==> src/rtl/fd_pkg.sv <==
package fd_pkg;
   localparam logic [3:0] OP_HALT  = 4'h0;
   localparam logic [3:0] OP_NOP   = 4'h1;
   localparam logic [3:0] OP_CMOV  = 4'h2;
   localparam logic [3:0] OP_IRMOV = 4'h3;
   localparam logic [3:0] OP_RMMOV = 4'h4;
   localparam logic [3:0] OP_MRMOV = 4'h5;
   localparam logic [3:0] OP_ALU   = 4'h6;
   localparam logic [3:0] OP_JMP   = 4'h7;
   localparam logic [3:0] OP_CALL  = 4'h8;
   localparam logic [3:0] OP_RET   = 4'h9;
   localparam logic [3:0] OP_PUSH  = 4'hA;
   localparam logic [3:0] OP_POP   = 4'hB;

   localparam logic [3:0] REG_NONE = 4'hF;

   typedef enum logic [2:0] {
      ST_AOK = 3'd1,
      ST_HLT = 3'd2,
      ST_ADR = 3'd3,
      ST_INS = 3'd4
   } fd_stat_e;
endpackage

==> src/rtl/fd_len_calc.sv <==
module fd_len_calc
   import fd_pkg::*;
#(
   parameter int WORD_BYTES = 8,
   parameter int LEN_W      = 4
) (
   input  logic [3:0]       icode_i,
   output logic             has_reg_o,
   output logic             has_val_o,
   output logic [LEN_W-1:0] len_o
);
   always_comb begin
      unique case (icode_i)
         OP_CMOV, OP_IRMOV, OP_RMMOV, OP_MRMOV,
         OP_ALU, OP_PUSH, OP_POP: has_reg_o = 1'b1;
         default:                 has_reg_o = 1'b0;
      endcase
      unique case (icode_i)
         OP_IRMOV, OP_RMMOV, OP_MRMOV,
         OP_JMP, OP_CALL:         has_val_o = 1'b1;
         default:                 has_val_o = 1'b0;
      endcase
   end

   assign len_o = LEN_W'(1)
                + (has_reg_o ? LEN_W'(1) : LEN_W'(0))
                + (has_val_o ? LEN_W'(WORD_BYTES) : LEN_W'(0));
endmodule

==> src/rtl/fd_field_extract.sv <==
module fd_field_extract
   import fd_pkg::*;
#(
   parameter int WORD_BYTES = 8,
   parameter int WIN_BYTES  = WORD_BYTES + 2
) (
   input  logic [WIN_BYTES*8-1:0]  win_i,
   input  logic                    has_reg_i,
   input  logic                    has_val_i,
   output logic [3:0]              ra_o,
   output logic [3:0]              rb_o,
   output logic [WORD_BYTES*8-1:0] valc_o
);
   logic [WORD_BYTES*8-1:0] word_b1;
   logic [WORD_BYTES*8-1:0] word_b2;

   for (genvar k = 0; k < WORD_BYTES; k++) begin : g_gather
      assign word_b1[8*k +: 8] = win_i[8*(k+1) +: 8];
      assign word_b2[8*k +: 8] = win_i[8*(k+2) +: 8];
   end

   assign ra_o   = has_reg_i ? win_i[15:12] : REG_NONE;
   assign rb_o   = has_reg_i ? win_i[11:8]  : REG_NONE;
   assign valc_o = !has_val_i ? '0 : (has_reg_i ? word_b2 : word_b1);
endmodule

==> src/rtl/fd_stat_gen.sv <==
module fd_stat_gen
   import fd_pkg::*;
(
   input  logic [3:0] icode_i,
   input  logic [3:0] ifun_i,
   input  logic       mem_err_i,
   output logic [2:0] stat_o
);
   logic fn_ok;

   always_comb begin
      unique case (icode_i)
         OP_CMOV, OP_JMP: fn_ok = (ifun_i <= 4'd6);
         OP_ALU:          fn_ok = (ifun_i <= 4'd3);
         OP_HALT, OP_NOP, OP_IRMOV, OP_RMMOV, OP_MRMOV,
         OP_CALL, OP_RET, OP_PUSH, OP_POP:
                          fn_ok = (ifun_i == 4'd0);
         default:         fn_ok = 1'b0;
      endcase

      if (mem_err_i)             stat_o = ST_ADR;
      else if (!fn_ok)           stat_o = ST_INS;
      else if (icode_i == OP_HALT) stat_o = ST_HLT;
      else                       stat_o = ST_AOK;
   end
endmodule

==> src/rtl/fd_fetch_decode.sv <==
module fd_fetch_decode
   import fd_pkg::*;
#(
   parameter int ADDR_W     = 64,
   parameter int WORD_BYTES = 8,
   localparam int WIN_BYTES = WORD_BYTES + 2,
   localparam int LEN_W     = $clog2(WIN_BYTES + 1)
) (
   input  logic [ADDR_W-1:0]       pc_i,
   input  logic [WIN_BYTES*8-1:0]  win_i,
   input  logic                    mem_err_i,
   output logic [3:0]              icode_o,
   output logic [3:0]              ifun_o,
   output logic [3:0]              ra_o,
   output logic [3:0]              rb_o,
   output logic [WORD_BYTES*8-1:0] valc_o,
   output logic [LEN_W-1:0]        len_o,
   output logic [ADDR_W-1:0]       next_pc_o,
   output logic [2:0]              stat_o
);
   if (WORD_BYTES < 1 || ADDR_W <= LEN_W) begin : g_bad_param
      $error("fd_fetch_decode: unsupported WORD_BYTES/ADDR_W");
   end

   logic has_reg;
   logic has_val;

   assign icode_o = win_i[7:4];
   assign ifun_o  = win_i[3:0];

   fd_len_calc #(.WORD_BYTES(WORD_BYTES), .LEN_W(LEN_W)) u_len (
      .icode_i  (icode_o),
      .has_reg_o(has_reg),
      .has_val_o(has_val),
      .len_o    (len_o)
   );

   fd_field_extract #(.WORD_BYTES(WORD_BYTES), .WIN_BYTES(WIN_BYTES)) u_fields (
      .win_i    (win_i),
      .has_reg_i(has_reg),
      .has_val_i(has_val),
      .ra_o     (ra_o),
      .rb_o     (rb_o),
      .valc_o   (valc_o)
   );

   fd_stat_gen u_stat (
      .icode_i  (icode_o),
      .ifun_i   (ifun_o),
      .mem_err_i(mem_err_i),
      .stat_o   (stat_o)
   );

   assign next_pc_o = pc_i + {{(ADDR_W-LEN_W){1'b0}}, len_o};
endmodule

==> config.mk <==
export PLATFORM = sky130hd
export DESIGN_NAME = fd_fetch_decode
export DESIGN_NICKNAME = d
export VERILOG_FILES = /design/src/rtl/fd_pkg.sv /design/src/rtl/fd_len_calc.sv /design/src/rtl/fd_field_extract.sv /design/src/rtl/fd_stat_gen.sv /design/src/rtl/fd_fetch_decode.sv
export SDC_FILE = /design/constraint.sdc
export NUM_CORES = 1
export LEC_CHECK = 0
export BUFFER_PORTS_ARGS = -buffer_cell sky130_fd_sc_hd__buf_2
export CAP_MARGIN = 40
export CORE_AREA = 2 2 114 116
export DETAILED_ROUTE_END_ITERATION = 16
export DIE_AREA = 0 0 116 118
export GPL_TIMING_DRIVEN = 0
export SLEW_MARGIN = 20
export SYNTH_ARGS = -nofsm -noshare
export SYNTH_HDL_FRONTEND = slang
export SYNTH_SLANG_ARGS = --single-unit
==> constraint.sdc <==
create_clock -name vclk -period 4
set_input_delay 0.6 -clock vclk [all_inputs]
set_output_delay 0.6 -clock vclk [all_outputs]
set_load 0.02 [all_outputs]
# == Yosys cells after proc, flatten, opt, wreduce, memory -nomap -nowiden ==
# Cells that the tools add are included.
# Widths: inputs -> output; s select.
# totals
latch_bits,0
elab_cells,34
mem_bits_ro,0
regBits,0
ram_bits,0
output_inout_bits,151
n_memories,0
inputBits,145
# classes
order_cmp,2
n_addsub,3
n_div,0
mul,0
n_bitwise,0
mux,12
reduce_logical,6
n_shift,0
eq_ne,11
# op_table
cell,n
$mux 64,2
$add 64x4->64,1
$eq 4x3->1 const B,4
$eq 4x4->1 const B,4
$mux 4,3
$reduce_or 9->1,1
$eq 4x2->1 const B,2
$logic_not 4->1,2
$reduce_or 7->1,1
$mux 3,2
$reduce_or 5->1,1
$add 2x4->4 const A,1
$add 4x4->4,1
$eq 4x1->1 const B,1
$le 4x2->1 const B,1
$le 4x3->1 const B,1
$mux 1,3
$pmux 1 s3,1
$mux 2,1
$reduce_or 2->1,1

# == Logic depth before layout (Yosys ltp) ==
# depth
word_depth,7
ltp_mapped,12

# == By module ==
# Synthesis repeated with hierarchy kept, for this count alone.
# unflattened
hier_cells,417
area_unflattened_um2,3056.7
# modules_own_cells
module,cells_per_inst,area_per_inst_um2,seq_area_each_um2,n_inst
fd_fetch_decode,240,1644.1,0.0,1
fd_field_extract,151,1231.2,0.0,1
fd_stat_gen,15,112.6,0.0,1
fd_len_calc,11,68.8,0.0,1

# == Least setup slack after synthesis ==
# Ideal clock, no wire load.
# synth_path
path_type,input -> output
start,input win_i[5]
end,output next_pc_o[54]
path_stages,11
t_arrival_ps,3483
path_slack_ps,-83
n_path_buf,2
path_cell_list,nor2b_1 -> a21oi_1 -> clkbuf_1 -> xnor2_1 -> ha_1 -> or2_2 -> a31oi_1 -> a211o_1 -> buf_2 -> nor3_1 -> xnor2_1
# synth_between
elab_chain_len,7
# synth_rtl
item,line_no,text
start: declaration,fd_fetch_decode.sv:10,"input logic [WIN_BYTES*8-1:0] win_i,"
"$eq 4x2->1, or another cell as far along",fd_len_calc.sv:13,unique case (icode_i)
$reduce_or 7->1 *,fd_len_calc.sv:13,
$mux 1 *,fd_len_calc.sv:13,
$mux 1 *,fd_len_calc.sv:26,+ (has_reg_o ? LEN_W'(1) : LEN_W'(0))
$add 2x4->4 *,fd_len_calc.sv:26,
$add 4x4->4 *,fd_len_calc.sv:27,+ (has_val_o ? LEN_W'(WORD_BYTES) : LEN_W'(0));
named net len_o[0],fd_fetch_decode.sv:17,"output logic [LEN_W-1:0] len_o,"
$add 64x4->64 *,fd_fetch_decode.sv:54,"assign next_pc_o = pc_i + {{(ADDR_W-LEN_W){1'b0}}, len_o};"
end: declaration,fd_fetch_decode.sv:18,"output logic [ADDR_W-1:0] next_pc_o,"
# Mark *: on every way through the listed nets, which the timed path passes. The rest lies on a longest branch.

# == Worst setup path after layout ==
# layout_path
start,input win_i[5]
end,output next_pc_o[38]
# layout_between
elab_chain_len,7
# layout_rtl
item,line_no
"$eq 4x2->1, or another cell as far along",fd_len_calc.sv:13
$reduce_or 7->1,fd_len_calc.sv:13
$mux 1,fd_len_calc.sv:13
$mux 1,fd_len_calc.sv:26
$add 2x4->4,fd_len_calc.sv:26
$add 4x4->4 *,fd_len_calc.sv:27
$add 64x4->64 *,fd_fetch_decode.sv:54
# Mark *: on every way between the ends. The rest lies on a longest branch, timed or not.

==> reports/results.ini <==
[place]
io_buffers=295
place_ws_ps=-1003
hpwl_mm=11.62
dp_cells=945
routabilityCongestion=0.9779

[synth]
synthesis.nets=623
yosysUniqueCellTypes=41
yosys.area_share.xor_xnor=0.2159
synth_area_um2=2596
arithmetic_cell_share_of_the_synthesized_area_counting_full_adders_half_adders_and_majority_gates=0.009639
synth.top_cell.area_share=0.2082
yosys_top_cell_by_area=nand2_1
synth_simple_gate_area_share=0.4964
area_fraction_in_compound_gates_after_synthesis=0.1802
synth.most_common_cell=nand2_1
synthesized_netlist_cell_count=476
yosysWarningCount=0
yosysSeqAreaShare=0
synth.area.top_cells=nand2_1, a21oi_1, xnor2_1
avgSynthCellArea_um2=5.454
post_synth_most_frequent_cells=nand2_1, a21oi_1, xnor2_1, xor2_1, nand3_1
synthMuxAreaShare=0.003855
combinational_family_with_the_most_area_after_synthesis=simple AND/OR/NAND/NOR gates

[timing]
final_hold_slack_ps=1488
fin_crit_ps=3787
fmax_mhz=264.0
report.final.setup_viol=0
finalHoldViolCount=0
layout_setup_ws_ps=212.7
timing.max_slew.rel_slack=0.5712
worst_pin_slew_ps=643.3
maxSlewViolCount=0
final_clock_period_utilization_by_the_worst_path=0.9468

[route]
vias_after_detailed_routing=4442
wl_per_cell_um=14.18
drt_first_iter_violations=268
drt.antenna.violating_nets=0
detail_route.wirelength_mm=13.45
drt_pre_antenna_iters=5
post_drt_via_cell_ratio=4.681
drc=0

[finish]
antenna_cells_inserted=0
n_fill_cell=1495
final_sequential_cell_count=0
multi_input_comb_area_um2=2412
final_cells=949
clkbuf_count=0
area_growth_pct=69.49
regArea_um2=0
post-route-util=0.3545
finalNetCount=926
drive_gt1_frac=0.4324

[setup_path]
critical_path_buf_inv_count=4
cp_data_required_time_ps=3400
critPathMostFrequentCell=buf_2
timing.critical_path.cells=buf_2 > nor2b_1 > a21oi_4 > clkbuf_2 > and2_1 > ha_1 > or2_2 > a31oi_4 > a211o_1 > buf_2 > nor2_1 > xnor2_1 > buf_2
arrival_ps=3190
crit_path_top_delay_cell=a31oi_4
cpLargestDelayFamily=simple AND/OR/NAND/NOR gates
critical_path.max_stage_delay_ps=330
setup.worst_path.class=input port to output pin
startpoint_type=input port
timing.critical_path.to_type=output pin
critical_path_peak_fanout=10

[power]
total_power_uw=577.7
leakage_nw=2.286
peakVddDrop_uv=37.19
power.density_nw_per_um2=131.3

[floorplan]
rows=41
die_area_um2=13690
initial_core_util=0.2091
die-height_um=118
die_x_um=116
std_cell_core_area_um2=12410
ios=296

[global_routing]
grt_overflow_total=0
number_of_antenna_violations_at_the_first_check_in_global_routing=0
grt_usage=0.1812
maximum_number_of_pins_on_one_net_before_global_route_repair=20
first_pass_grt_wire_length_mm=20.61
first_global_vias=4201

[status]
run_status=completed

[clocking]
cts_hold_buffers=0

[flow_run]
max_cap_violations=0

[worst_hold_path]
hold_path_class=input port to output pin

## kinds of logic after synthesis
logic type	after synthesis
other	1
xor gates and xnor gates	64
buffers and inverters	51
AOI/OAI and AO/OA	83
and+or+nand+nor	274
adders and majority gates	2
muxes	1
## path summary, 6_finish.rpt
path / cells past startpoint / start / endpoint / slack [ps]
min: 3 / mem_err_i / stat_o[2] / 1490
max: 13 / win_i[5] / next_pc_o[38] / 210
## cell usage in the layout, fill, tap and decap left out, types with 2 or more instances in the layout
cell	synthesis	final
and3_1	6	6
o21ai_0	2	2
or2_2	2	2
nor3_1	21	21
nor4_1	12	11
a21oi_2	0	2
nand4_2	2	2
and2_1	2	2
xor2_1	30	30
inv_1	14	14
a21oi_1	69	66
nand4_1	19	19
nor2b_1	2	2
clkbuf_1	19	16
nand2_1	144	144
and4_1	3	3
buf_1	1	3
nand3_1	29	29
nor4_2	1	2
a31oi_1	3	2
buf_4	11	17
nand2b_1	10	10
nor2_1	16	15
buf_2	6	300
xnor2_1	34	34
## repair_timing
item | in CTS | in global routing
setup endpoints to repair | 60 | 34
endpoints found under the hold margin | 0 | 0
setup buffers | 1 | 4
gates cloned | 0 | 0
gates resized for setup | 12 | 5
pin swaps | 2 | 1
## worst min-delay path: stages
cell and delay [ps]:
buf_2 100, a31oi_1 40, buf_2 150
## routing by layer
layer / global-route usage / vias up / part of all wire / wire [µm]
met5: 0 / - / 0 / 0
li1: - / 2229 / - / -
met3: 0.02163 / 28 / 0.078 / 1050
met4: 0.02753 / 0 / 0.019 / 257
met1: 0.2267 / 1971 / 0.42 / 5701
met2: 0.3333 / 214 / 0.48 / 6444
## power breakdown
group,internal [mW],switching [mW]
registers,0,0
clock network,0,0
logic,0.209,0.369
## cell type report
cell class / instances / area share
inverter: 14 / 0.01194
timing repair buffer: 302 / 0.3457
tap: 172 / 0.04891
buffer: 36 / 0.04521
multi-input combinational: 425 / 0.5482
## through the flow
stage          instance area (µm²)  setup TNS [ps]
2_1_floorplan                 2600               0
4_1_cts                       4354               0
3_3_place_gp                  4292          -51140
3_5_place_dp                  4299          -44070
5_1_grt                       4400         -0.5358
6_report                      4400               0
Power figures use the tool's default switching activity.
